$ cat src/rtl/adc_seq_pkg.sv
package adc_seq_pkg;

  // Channel code of a slot: even slots walk the external inputs in order,
  // odd slots belong to the internal input whose code is n_ext.
  function automatic int slot_to_tag(int slot, int n_ext);
    if ((slot % 2) == 0) return slot / 2;
    return n_ext;
  endfunction

  // True while a cycle index lies inside the sample window.
  function automatic bit cycle_in_sample(int cyc, int sample_cyc);
    return cyc < sample_cyc;
  endfunction

  // True on the final conversion cycle of a slot.
  function automatic bit cycle_is_last(int cyc, int slot_cyc);
    return cyc == (slot_cyc - 1);
  endfunction

  // Next slot index with wrap at the pattern length.
  function automatic int next_slot(int slot, int n_slots);
    if (slot == n_slots - 1) return 0;
    return slot + 1;
  endfunction

endpackage

$ cat src/rtl/adc_slot_timer.sv
module adc_slot_timer #(
  parameter int SLOT_CYC = 20,
  parameter int N_SLOTS  = 8,
  localparam int CYC_W   = (SLOT_CYC > 1) ? $clog2(SLOT_CYC) : 1,
  localparam int SLOT_W  = (N_SLOTS > 1) ? $clog2(N_SLOTS) : 1
) (
  input  logic              clk,
  input  logic              rst,
  output logic [CYC_W-1:0]  cyc_o,
  output logic [SLOT_W-1:0] slot_o,
  output logic              slot_end_o
);
  import adc_seq_pkg::*;

  logic [CYC_W-1:0]  cyc_q;
  logic [SLOT_W-1:0] slot_q;

  assign slot_end_o = cycle_is_last(int'(cyc_q), SLOT_CYC);

  always_ff @(posedge clk) begin
    if (rst) begin
      cyc_q  <= '0;
      slot_q <= '0;
    end else if (slot_end_o) begin
      cyc_q  <= '0;
      slot_q <= SLOT_W'(next_slot(int'(slot_q), N_SLOTS));
    end else begin
      cyc_q  <= cyc_q + CYC_W'(1);
    end
  end

  assign cyc_o  = cyc_q;
  assign slot_o = slot_q;

endmodule

$ cat src/rtl/adc_phase_stage.sv
module adc_phase_stage #(
  parameter int N_EXT      = 4,
  parameter int SAMPLE_CYC = 4,
  parameter int SLOT_CYC   = 20,
  parameter int N_SLOTS    = 8,
  localparam int CYC_W     = (SLOT_CYC > 1) ? $clog2(SLOT_CYC) : 1,
  localparam int SLOT_W    = (N_SLOTS > 1) ? $clog2(N_SLOTS) : 1,
  localparam int TAG_W     = $clog2(N_EXT + 1)
) (
  input  logic              clk,
  input  logic              rst,
  input  logic [CYC_W-1:0]  cyc_i,
  input  logic [SLOT_W-1:0] slot_i,
  output logic              sample_en_o,
  output logic              conv_en_o,
  output logic [TAG_W-1:0]  chan_sel_o,
  output logic              last_conv_o
);
  import adc_seq_pkg::*;

  logic             in_sample;
  logic             is_last;
  logic [TAG_W-1:0] slot_tag;

  always_comb begin
    in_sample = cycle_in_sample(int'(cyc_i), SAMPLE_CYC);
    is_last   = cycle_is_last(int'(cyc_i), SLOT_CYC);
    slot_tag  = TAG_W'(slot_to_tag(int'(slot_i), N_EXT));
  end

  // One register stage so every control output leaves a flop and all of
  // them are forced low while reset is held.
  always_ff @(posedge clk) begin
    if (rst) begin
      sample_en_o <= 1'b0;
      conv_en_o   <= 1'b0;
      chan_sel_o  <= '0;
      last_conv_o <= 1'b0;
    end else begin
      sample_en_o <= in_sample;
      conv_en_o   <= !in_sample;
      chan_sel_o  <= slot_tag;
      last_conv_o <= is_last;
    end
  end

endmodule

$ cat src/rtl/adc_result_bank.sv
module adc_result_bank #(
  parameter int N_EXT  = 4,
  parameter int DATA_W = 12,
  localparam int N_CH  = N_EXT + 1,
  localparam int TAG_W = $clog2(N_EXT + 1)
) (
  input  logic                   clk,
  input  logic                   rst,
  input  logic                   last_conv_i,
  input  logic [TAG_W-1:0]       chan_sel_i,
  input  logic [N_EXT-1:0]       en_mask_i,
  input  logic [DATA_W-1:0]      adc_data_i,
  output logic                   capture_o,
  output logic                   res_valid_o,
  output logic [TAG_W-1:0]       res_tag_o,
  output logic [DATA_W-1:0]      res_data_o,
  output logic [N_CH*DATA_W-1:0] bank_o
);

  logic [N_CH-1:0] sel_onehot;
  logic            sel_enabled;

  // Decode the selected channel and look up its enable.
  always_comb begin
    sel_onehot  = '0;
    sel_enabled = 1'b0;
    for (int k = 0; k < N_CH; k++) begin
      if (chan_sel_i == TAG_W'(k)) begin
        sel_onehot[k] = 1'b1;
        if (k == N_EXT) sel_enabled = 1'b1;
        else            sel_enabled = en_mask_i[k];
      end
    end
  end

  assign capture_o = last_conv_i && sel_enabled;

  always_ff @(posedge clk) begin
    if (rst) begin
      res_valid_o <= 1'b0;
      res_tag_o   <= '0;
      res_data_o  <= '0;
    end else begin
      res_valid_o <= capture_o;
      if (capture_o) begin
        res_tag_o  <= chan_sel_i;
        res_data_o <= adc_data_i;
      end
    end
  end

  for (genvar k = 0; k < N_CH; k++) begin : g_entry
    logic [DATA_W-1:0] entry_q;
    logic              wr_en;
    assign wr_en = capture_o && sel_onehot[k];
    always_ff @(posedge clk) begin
      if (rst)        entry_q <= '0;
      else if (wr_en) entry_q <= adc_data_i;
    end
    assign bank_o[k*DATA_W +: DATA_W] = entry_q;
  end

endmodule

$ cat src/rtl/adc_slot_sequencer.sv
module adc_slot_sequencer #(
  parameter int N_EXT      = 4,
  parameter int SAMPLE_CYC = 4,
  parameter int CONV_CYC   = 16,
  parameter int DATA_W     = 12,
  localparam int N_CH      = N_EXT + 1,
  localparam int TAG_W     = $clog2(N_EXT + 1)
) (
  input  logic                   clk,
  input  logic                   rst,
  input  logic [N_EXT-1:0]       en_mask,
  input  logic [DATA_W-1:0]      adc_data,
  output logic [TAG_W-1:0]       chan_sel,
  output logic                   sample_en,
  output logic                   conv_en,
  output logic                   res_valid,
  output logic [TAG_W-1:0]       res_tag,
  output logic [DATA_W-1:0]      res_data,
  output logic [N_CH*DATA_W-1:0] chan_results
);

  localparam int SLOT_CYC = SAMPLE_CYC + CONV_CYC;
  localparam int N_SLOTS  = 2 * N_EXT;
  localparam int CYC_W    = (SLOT_CYC > 1) ? $clog2(SLOT_CYC) : 1;
  localparam int SLOT_W   = (N_SLOTS > 1) ? $clog2(N_SLOTS) : 1;

  // Named internal events, visible to the bound checker.
  logic [CYC_W-1:0]  slot_cyc;
  logic [SLOT_W-1:0] slot_idx;
  logic              slot_end;
  logic              last_conv;
  logic              capture;

  adc_slot_timer #(
    .SLOT_CYC (SLOT_CYC),
    .N_SLOTS  (N_SLOTS)
  ) u_timer (
    .clk        (clk),
    .rst        (rst),
    .cyc_o      (slot_cyc),
    .slot_o     (slot_idx),
    .slot_end_o (slot_end)
  );

  adc_phase_stage #(
    .N_EXT      (N_EXT),
    .SAMPLE_CYC (SAMPLE_CYC),
    .SLOT_CYC   (SLOT_CYC),
    .N_SLOTS    (N_SLOTS)
  ) u_phase (
    .clk         (clk),
    .rst         (rst),
    .cyc_i       (slot_cyc),
    .slot_i      (slot_idx),
    .sample_en_o (sample_en),
    .conv_en_o   (conv_en),
    .chan_sel_o  (chan_sel),
    .last_conv_o (last_conv)
  );

  adc_result_bank #(
    .N_EXT  (N_EXT),
    .DATA_W (DATA_W)
  ) u_bank (
    .clk         (clk),
    .rst         (rst),
    .last_conv_i (last_conv),
    .chan_sel_i  (chan_sel),
    .en_mask_i   (en_mask),
    .adc_data_i  (adc_data),
    .capture_o   (capture),
    .res_valid_o (res_valid),
    .res_tag_o   (res_tag),
    .res_data_o  (res_data),
    .bank_o      (chan_results)
  );

endmodule

$ cat config.mk
export PLATFORM = sky130hd
export DESIGN_NAME = adc_slot_sequencer
export DESIGN_NICKNAME = d
export VERILOG_FILES = /design/src/rtl/adc_seq_pkg.sv /design/src/rtl/adc_slot_timer.sv /design/src/rtl/adc_phase_stage.sv /design/src/rtl/adc_result_bank.sv /design/src/rtl/adc_slot_sequencer.sv
export SDC_FILE = /design/constraint.sdc
export NUM_CORES = 1
export LEC_CHECK = 0
export BUFFER_PORTS_ARGS = -buffer_cell sky130_fd_sc_hd__buf_2
export CORE_MARGIN = 2
export CORE_UTILIZATION = 44
export CTS_CLUSTER_DIAMETER = 150
export DETAILED_ROUTE_END_ITERATION = 12
export GPL_TIMING_DRIVEN = 0
export PLACE_DENSITY = 0.7
export SKIP_LAST_GASP = 1
export SLEW_MARGIN = 20
export SYNTH_ARGS = -nofsm -noshare
export SYNTH_HDL_FRONTEND = slang
export SYNTH_SLANG_ARGS = --single-unit
export TNS_END_PERCENT = 5
$ cat constraint.sdc
create_clock -name clk -period 2.6 [get_ports clk]
set_input_delay 0 -clock clk [delete_from_list [all_inputs] [get_ports clk]]
set_output_delay 0 -clock clk [all_outputs]
set_load 0.005 [all_outputs]
==> results.sh, run 1 <==
export IMPL_rsz0062_at_grt="false"
export IMPL_cp_required_ns=2.84
export IMPL_syn_cell_area_um2=3390
export IMPL_vias_per_cell=4.78
export IMPL_grt_total_usage_pct=20.5
export IMPL_dieWidth_um=91.8
export IMPL_place_ws_ns=0.891
export IMPL_worstMarginPinSlew_ns=0.537
export IMPL_clock_sinks=90
export IMPL_crit_path_end_kind="flip-flop"
export IMPL_status="complete, no violations"
export IMPL_ys_warn_count=0
export IMPL_postCtsSetupRepairBufs=0
export IMPL_grt_ovfl_total=0
export IMPL_synthFlopType="dfxtp_1"
export IMPL_final_layout_size_suffix_gt1_share_pct=26.9
export IMPL_worst_skew_pair_late_latency_ns=0.37
export IMPL_start_util_pct=46.0
export IMPL_yosysTopAreaCellShare_pct=53.2
export IMPL_fin_crit_sh_pct=66.2
export IMPL_cts_buffers=9
export IMPL_gp_congestion=0.739
export IMPL_final_setup_viol_count=0
export IMPL_setup_worst_path_start_class="flip-flop"
export IMPL_crit_fanout=10
export IMPL_synthCells=350
export IMPL_yosysMostFrequentCell="dfxtp_1"
export IMPL_p_leak_nw=2.01
export IMPL_placed_cells=546
export IMPL_grt_pass1_vias=2747
export IMPL_synthToLayoutAreaGrowth_pct=28.0
export IMPL_holdPathStages=5
export IMPL_maxCapViolations=0
export IMPL_ant_nets=0
export IMPL_ioPinCount=99
export IMPL_slew_headroom_pct=64.2
export IMPL_finalCriticalPeriod_ns=1.72
export IMPL_drt_wl_total_um=8360
export IMPL_numPortBuffers=97
export IMPL_fmax_mhz=581
export IMPL_seq_area_frac_synth_pct=53.2
export IMPL_floorplan_core_area_um2=7370
export IMPL_drc=0
export IMPL_hold_ws_ns=0.0894
export IMPL_synth_distinct_cells=32
export IMPL_ys_async_sr_fraction_pct=0
export IMPL_final_area_um2=4340
export IMPL_grt_pass1_wl_um=13500
export IMPL_worst_r2r_cell_count=5
export IMPL_ys_top_cells_by_area="dfxtp_1 (53%), mux2i_1 (16%), nand2_1 (6.0%)"
export IMPL_finalPower_mw=2.53
export IMPL_insertedDiodeCount=0
export IMPL_synth_avg_cell_area_um2=9.68
export IMPL_drt_initial_drc_count=77
export IMPL_rows=31
export IMPL_grt_max_degree=19
export IMPL_tns_ns=0
export IMPL_ir_drop_mv=0.360
export IMPL_num_vias=2744
export IMPL_wl_per_cell_um=14.6
export IMPL_hp_class="in2reg"
export IMPL_post_route_util_pct=58.8
export IMPL_setup_ws_ns=0.878
export IMPL_cp_arrival_ns=1.96
export IMPL_synth_edf_count=0
export IMPL_synth_seq_cells=90
export IMPL_instances_no_fill=574
export IMPL_htree_num_levels=3
export IMPL_maxSlewViolCount=0
export IMPL_syn_nets=371
export IMPL_cts_resized=0
export IMPL_dp_hpwl_um=6150
export IMPL_place_area_um2=4000
export IMPL_hold_violations=0
export IMPL_cts_tree="built"
export IMPL_clkTransAtPathRegs_ns=0.10
export IMPL_dr_pass1_iters=4
export IMPL_yosys_area_top_type="dfxtp_1"
export IMPL_critPathKind="reg2reg"
export IMPL_cts_buffer_depth=2
export IMPL_die_h_um=91.8
export IMPL_fp_dieArea_um2=8420
export IMPL_ctsHoldBuffers=12
export IMPL_root_buffer="clkbuf_8"
export IMPL_synth_common_cells="dfxtp_1 (90), nand2_1 (54), mux2i_1 (53)"
export IMPL_fin_nets=491
export IMPL_skew_ns=0.0125
export IMPL_power_density_nw_per_um2=582
export IMPL_antenna_found_initial=0
layout by cell type (no fill, tap or decap), types with 2 or more instances in the layout:
cell | netlist | final
ha_1 | 3 | 3
nor3b_1 | 3 | 3
and2_1 | 2 | 2
nand2b_1 | 24 | 24
nor2_1 | 48 | 48
inv_6 | 0 | 2
clkbuf_1 | 15 | 15
a21oi_1 | 25 | 25
inv_8 | 0 | 2
buf_2 | 4 | 101
nand3b_1 | 2 | 2
clkbuf_8 | 0 | 9
dfxtp_1 | 90 | 90
buf_6 | 3 | 3
nor3_1 | 4 | 4
dlygate4sd3_1 | 0 | 12
mux2i_1 | 53 | 53
nor3b_2 | 2 | 2
nor4_1 | 2 | 2
nand2_1 | 54 | 54
state kept, by name, indices dropped and copies added, names as in the netlist:
signal and flops:
u_bank.g_entry.entry_q 60, u_bank.res_data_o 12, u_timer.cyc_o 5, u_bank.res_tag_o 3
u_phase.chan_sel_o 3, u_timer.slot_o 3, u_bank.res_valid_o 1, u_phase.conv_en_o 1
u_phase.last_conv_o 1, u_phase.sample_en_o 1
report_power, final:
group	total [mW]	internal, mW	switching (mW)	leakage (nW)
clock	1.03	0.475	0.560	0.111
combinational	0.105	0.0420	0.0632	1.17
sequential	1.39	1.38	0.00239	0.726
total	2.53	1.90	0.626	2.01
per-layer routing:
layer / global-route usage (%) / vias to the layer above / part of all wire, %
met2: 33.7 / 66 / 46
li1: - / 1396 / -
met5: 0 / - / 0
met1: 26.8 / 1272 / 47
met3: 4.27 / 10 / 5.4
met4: 7.46 / 0 / 1.4
critical path, stage by stage, from the launching register on:
cell	delay [ns]
dfxtp_1	0.36
nand3b_1	0.28
nor3b_2	0.47
buf_6	0.24
mux2i_1	0.20
nor2_1	0.06
path summary, 6_finish.rpt:
check,from,endpoint,slack [ns]
max reg2reg,u_phase.chan_sel_o[2]$_SDFF_PP0_,u_bank.g_entry[1].entry_q[11]$_SDFFE_PP0P_,0.88
min,en_mask[1],u_bank.res_tag_o[0]$_SDFFE_PP0P_,0.09
max,u_phase.chan_sel_o[2]$_SDFF_PP0_,u_bank.g_entry[1].entry_q[11]$_SDFFE_PP0P_,0.88
min reg2reg,u_bank.g_entry[4].entry_q[8]$_SDFFE_PP0P_,u_bank.g_entry[4].entry_q[8]$_SDFFE_PP0P_,0.46
cell type report:
type / instances / area, um^2
Clock buffer: 9 / 124
Multi-Input combinational cell: 236 / 1470
Buffer: 23 / 118
Timing Repair Buffer: 109 / 606
Sequential cell: 90 / 1800
Inverter: 1 / 3.75
Clock inverter: 7 / 95.1
Fill cell: 661 / 3030
Tap cell: 99 / 124
cell families (layout without fill, tap and decap cells):
group | count (synthesis) | count (layout) | synth area share, %
DFF | 90 | 90 | 53.2
buffers and inverters | 24 | 149 | 3.58
xor gates and xnor gates | 2 | 2 | 0.517
AOI/OAI and AO/OA | 29 | 29 | 4.69
and+or+nand+nor | 148 | 148 | 20.8
adders and majority gates | 3 | 3 | 1.11
muxes | 54 | 54 | 16.1
(Power assumes the default switching activity.)
==> inputs of run 2 (changes only) <==
PLACE_DENSITY = 0.72   (was 0.7)
clock period = 1.5 ns   (was 2.6 ns; I/O delays follow)
==> run 2 against run 1 <==
Net effect: sequential power up 73%; the run now ends with setup timing left; first-iteration DRC count up 53%; critical endpoint is now u_bank.res_data_o[11]$_SDFFE_PP0P_; register-to-register slack worse by 0.90 ns; largest power group unchanged; routed wire length up 4.8%; critical path depth up 1; fmax up 13%; clock power up 80%.
==> results.sh, run 2 (synthesis gave the netlist of run 1 again) <==
export IMPL_final_common_cell="buf_2"
export IMPL_min_from="en_mask[3]"
export IMPL_post_route_util_pct=61.2
export IMPL_cp_required_ns=1.79
export IMPL_setup_worst_path_start_class="flip-flop"
export IMPL_largest_register="u_bank.g_entry.entry_q"
export IMPL_finalPower_mw=4.44
export IMPL_ir_drop_mv=0.615
export IMPL_rows=31
export IMPL_final_layout_size_suffix_gt1_share_pct=29.8
export IMPL_power_density_nw_per_um2=985
export IMPL_grt_max_degree=17
export IMPL_slowest_stage="dfxtp_2"
export IMPL_antenna_found_initial=0
export IMPL_num_vias=2838
export IMPL_grt_ovfl_total=0
export IMPL_violations="setup timing"
export IMPL_cpPeakStageDelay_ns=0.36
export IMPL_numPortBuffers=97
export IMPL_gp_congestion=0.779
export IMPL_grt_pass1_wl_um=13600
export IMPL_crit_path_start="u_phase.chan_sel_o[1]$_SDFF_PP0_"
export IMPL_final_setup_viol_count=15
export IMPL_largest_reg_flops=60
export IMPL_p_sw_mw=1.00
export IMPL_fp_dieArea_um2=8420
export IMPL_dr_pass1_iters=4
export IMPL_wl_per_cell_um=15.0
export IMPL_worst_skew_pair_late_latency_ns=0.37
export IMPL_ant_nets=0
export IMPL_ioPinCount=99
export IMPL_root_buffer="clkbuf_8"
export IMPL_internal_power_mw=3.44
export IMPL_fmax_mhz=659
export IMPL_p_leak_nw=2.07
export IMPL_grt_total_usage_pct=20.7
export IMPL_skew_ns=0.0121
export IMPL_cp_arrival_ns=1.81
export IMPL_crit_fanout=5
export IMPL_hp_class="in2reg"
export IMPL_insertedDiodeCount=0
export IMPL_finalCriticalPeriod_ns=1.52
export IMPL_clkTransAtPathRegs_ns=0.09
export IMPL_seqPwrFrac_pct=54.2
export IMPL_cts_tree="built"
export IMPL_dp_hpwl_um=6120
export IMPL_maxSlewViolCount=0
export IMPL_path_cells="buf_6, mux2_4, o2bb2ai_4, nor2_4, buf_4, mux2i_1"
export IMPL_fin_nets=500
export IMPL_clock_sinks=90
export IMPL_r2r_start="u_phase.chan_sel_o[1]$_SDFF_PP0_"
export IMPL_swShare_pct=22.6
export IMPL_slew_headroom_pct=63.0
export IMPL_clkPwrFrac_pct=41.6
export IMPL_cts_buffers=9
export IMPL_p_comb_share_pct=4.3
export IMPL_synthToLayoutAreaGrowth_pct=33.1
export IMPL_status="complete, but fails checks"
export IMPL_dieWidth_um=91.8
export IMPL_drt_initial_drc_count=118
export IMPL_crit_path_end_kind="flip-flop"
export IMPL_fin_crit_sh_pct=101
export IMPL_critPathKind="reg2reg"
export IMPL_grt_pass1_vias=2821
export IMPL_drc=0
export IMPL_cts_buffer_depth=2
export IMPL_rsz0062_at_grt="true"
export IMPL_die_h_um=91.8
export IMPL_maxCapViolations=0
export IMPL_final_cell_mix="buf_2 (101), dfxtp_1 (86), nand2_1 (54)"
export IMPL_vias_per_cell=4.87
export IMPL_setup_ws_ns=-0.0168
export IMPL_place_area_um2=4000
export IMPL_drt_wl_total_um=8760
export IMPL_start_util_pct=46.0
export IMPL_hold_violations=0
export IMPL_floorplan_core_area_um2=7370
export IMPL_final_area_um2=4510
export IMPL_place_ws_ns=-0.180
export IMPL_worstMarginPinSlew_ns=0.554
export IMPL_htree_num_levels=3
run 2: per-layer routing:
| metal | track usage [%] | routed length (um) | vias to the layer above |
|---|---|---|---|
| li1 | - | - | 1411 |
| met1 | 24.5 | 3870 | 1342 |
| met4 | 8.96 | 107 | 0 |
| met2 | 35.0 | 4280 | 75 |
| met5 | 0 | 0 | - |
| met3 | 6.16 | 490 | 10 |
run 2: final timing paths:
kind | slack (ns) | endpoint | cells past startpoint
setup / recovery | -0.02 | u_bank.res_data_o[11]$_SDFFE_PP0P_ | 6
hold / removal | 0.07 | u_bank.res_tag_o[0]$_SDFFE_PP0P_ | 5
setup reg to reg | -0.02 | u_bank.res_data_o[11]$_SDFFE_PP0P_ | 6
hold reg to reg | 0.46 | u_bank.g_entry[2].entry_q[11]$_SDFFE_PP0P_ | 2
run 2: what timing repair did:
| action | in CTS | in global routing |
|---|---|---|
| setup endpoints to repair | 53 | 70 |
| pin swaps | 3 | 4 |
| cloned | 1 | 2 |
| hold buffers | 12 | 0 |
| gates resized for setup | 8 | 14 |
| buffers inserted | 4 | 2 |
| endpoints found under the hold margin | 64 | 0 |
run 2: worst max-delay path: cells and delay by family, from the launching register on:
kind	cells	cell delay, ns
and+or+nand+nor	1	0.17
muxes	2	0.49
buffers and inverters	2	0.29
AOI/OAI and AO/OA	1	0.14
DFF	1	0.36
run 2: power by group through the flow:
stage	combinational, mW	clock [mW]	sequential, mW
final	0.189	1.85	2.40
after global routing	0.206	1.98	2.41
after CTS	0.183	1.88	2.40
after detailed placement	0.158	0	2.46
after global placement	0.156	0	2.46
after floorplan	0.0748	0	2.46
run 2: area by class of cell:
class / instances / area [um^2]
Tap cell: 99 / 124
Sequential cell: 90 / 1810
Fill cell: 645 / 2860
Multi-Input combinational cell: 236 / 1520
Clock buffer: 10 / 128
Timing Repair Buffer: 118 / 692
Inverter: 1 / 3.75
Clock inverter: 6 / 96.3
Buffer: 23 / 138
run 2: metrics by stage:
| step | hold slack [ns] | cells | setup TNS [ns] |
|---|---|---|---|
| 3_5_place_dp | 0.322 | 546 | -5.20 |
| 4_1_cts | 0.0518 | 579 | -0.793 |
| 5_1_grt | 0.101 | 583 | -2.60 |
| 3_3_place_gp | 0.305 | 546 | -3.81 |
| 6_report | 0.0738 | 583 | -0.110 |
| 2_1_floorplan | 0.136 | 350 | 0 |
==> inputs of run 3 (changes only) <==
==> constraint.sdc (replaced) <==
create_clock -name clk -period 1.5 [get_ports clk]
set_input_delay 0.15 -clock clk [delete_from_list [all_inputs] [get_ports clk]]
set_output_delay 0.15 -clock clk [all_outputs]
set_load 0.005 [all_outputs]
==> run 3 against run 2 <==
Net effect: the run still ends with setup timing left; combinational power fell by 13%; first-iteration DRC count fell by 1.7%; critical endpoint is now u_bank.g_entry[1].entry_q[2]$_SDFFE_PP0P_; count of clock-buffer cells in the layout did not move; global-route usage fell by 0.22 points.
==> results.sh, run 3 (synthesis gave the netlist of run 1 again) <==
export IMPL_skew_ns=0.0165
export IMPL_cp_arrival_ns=1.76
export IMPL_drt_wl_total_um=8630
export IMPL_path_cells="nand3b_1, nor3b_4, buf_6, mux2i_1, nor2_1"
export IMPL_fin_nets=488
export IMPL_floorplan_core_area_um2=7370
export IMPL_power_density_nw_per_um2=1010
export IMPL_crit_family="simple AND/OR/NAND/NOR gates"
export IMPL_cts_buffers=9
export IMPL_dieWidth_um=91.8
export IMPL_final_cell_mix="buf_2 (101), dfxtp_1 (86), nand2_1 (54)"
export IMPL_ctsHoldBuffers=0
export IMPL_min_from="adc_data[8]"
export IMPL_cp_required_ns=1.74
export IMPL_crit_path_start="u_phase.chan_sel_o[0]$_SDFF_PP0_"
export IMPL_root_buffer="clkbuf_8"
export IMPL_cts_buffer_depth=2
export IMPL_slowest_stage="dfxtp_1"
export IMPL_r2r_start="u_phase.chan_sel_o[0]$_SDFF_PP0_"
export IMPL_fmax_mhz=658
export IMPL_placed_cells=546
export IMPL_slew_headroom_pct=63.2
export IMPL_cpPeakStageDelay_ns=0.44
export IMPL_path_buf_inv=1
export IMPL_rrSetupSlack_ns=-0.02
export IMPL_grt_pass1_vias=2774
export IMPL_num_vias=2785
export IMPL_ir_drop_mv=0.628
export IMPL_worstMarginPinSlew_ns=0.552
export IMPL_vias_per_cell=4.88
export IMPL_clkTransAtPathRegs_ns=0.09
export IMPL_die_h_um=91.8
export IMPL_final_setup_viol_count=16
export IMPL_grt_pass1_wl_um=13500
export IMPL_numPortBuffers=97
export IMPL_grt_max_degree=17
export IMPL_instances_no_fill=571
export IMPL_worst_skew_pair_late_latency_ns=0.37
export IMPL_finalCriticalPeriod_ns=1.52
export IMPL_ant_nets=0
export IMPL_crit_fanout=5
export IMPL_maxSlewViolCount=0
export IMPL_crit_path_end_kind="flip-flop"
export IMPL_antenna_found_initial=0
export IMPL_gp_congestion=0.779
export IMPL_hp_class="in2reg"
export IMPL_htree_num_levels=3
export IMPL_cts_tree="built"
export IMPL_insertedDiodeCount=0
export IMPL_critPathKind="reg2reg"
export IMPL_wl_per_cell_um=15.1
export IMPL_largest_register="u_bank.g_entry.entry_q"
export IMPL_fp_dieArea_um2=8420
export IMPL_setup_worst_path_start_class="flip-flop"
export IMPL_fill_cells=658
export IMPL_final_layout_size_suffix_gt1_share_pct=30.5
export IMPL_rows=31
export IMPL_drc=0
export IMPL_clock_sinks=90
export IMPL_dr_pass1_iters=6
export IMPL_dp_hpwl_um=6120
export IMPL_grt_total_usage_pct=20.5
export IMPL_ioPinCount=99
export IMPL_synthToLayoutAreaGrowth_pct=29.5
export IMPL_maxCapViolations=0
export IMPL_p_leak_nw=2.02
export IMPL_final_common_cell="buf_2"
export IMPL_fin_crit_sh_pct=101
export IMPL_start_util_pct=46.0
export IMPL_post_route_util_pct=59.5
export IMPL_hold_violations=0
export IMPL_rsz0062_at_grt="true"
export IMPL_setup_ws_ns=-0.0203
export IMPL_drt_initial_drc_count=116
export IMPL_grt_ovfl_total=0
export IMPL_violations="setup timing"
export IMPL_status="complete, but fails checks"
export IMPL_largest_reg_flops=60
-- run 3: tightest hold or removal path, cell delays in order --
cell and delay [ns]:
buf_2 0.14, nand2_1 0.06, a21oi_1 0.05
-- run 3: layer usage --
layer	wire [um]	share of wire, %	GRT usage, %	vias to the layer above
li1	-	-	-	1387
met1	3790	44	24.3	1318
met2	4210	49	34.5	68
met3	495	5.7	5.92	12
met4	134	1.6	9.20	0
met5	0	0	0	-
-- run 3: worst paths after layout --
path / endpoint / cells after the start
max: u_bank.g_entry[1].entry_q[2]$_SDFFE_PP0P_ / 5
min: u_bank.g_entry[4].entry_q[8]$_SDFFE_PP0P_ / 3
min reg2reg: u_bank.g_entry[2].entry_q[11]$_SDFFE_PP0P_ / 2
max reg2reg: u_bank.g_entry[1].entry_q[2]$_SDFFE_PP0P_ / 5
-- run 3: what timing repair did --
item,in CTS,in global routing
endpoints found under the setup margin,53,71
buffers inserted,4,2
pin swaps,3,4
resized for setup,8,14
gates cloned,1,2
-- run 3: layout make-up --
| type | instances | area, um^2 | share of cell area [%] |
|---|---|---|---|
| flip-flops and latches | 90 | 1810 | 41.2 |
| well taps | 99 | 124 | 2.82 |
| clock inverters | 6 | 96.3 | 2.20 |
| clock buffers | 10 | 128 | 2.91 |
| multi-input cells | 236 | 1520 | 34.6 |
| plain buffers | 23 | 138 | 3.14 |
| repair buffers | 106 | 572 | 13.0 |
| inverters | 1 | 3.75 | 0.0855 |
-- run 3: where the power goes --
group	switching [mW]	internal, mW
sequential	0.00653	2.40
combinational	0.108	0.0562
clock	0.891	0.962
-- run 3: metrics by stage --
step | worst slack, ns | TNS [ns] | power [mW] | hold WS (ns) | area, um^2
finish | -0.0203 | -0.134 | 4.42 | 0.0817 | 4390
detailed placement | -0.180 | -5.20 | 2.62 | 0.446 | 4000
CTS | -0.0533 | -0.793 | 4.44 | 0.0669 | 4290
global route | -0.0996 | -2.66 | 4.56 | 0.0798 | 4390
floorplan | 0.0226 | 0 | 2.53 | 0.286 | 3390
global placement | -0.147 | -3.81 | 2.61 | 0.439 | 4000
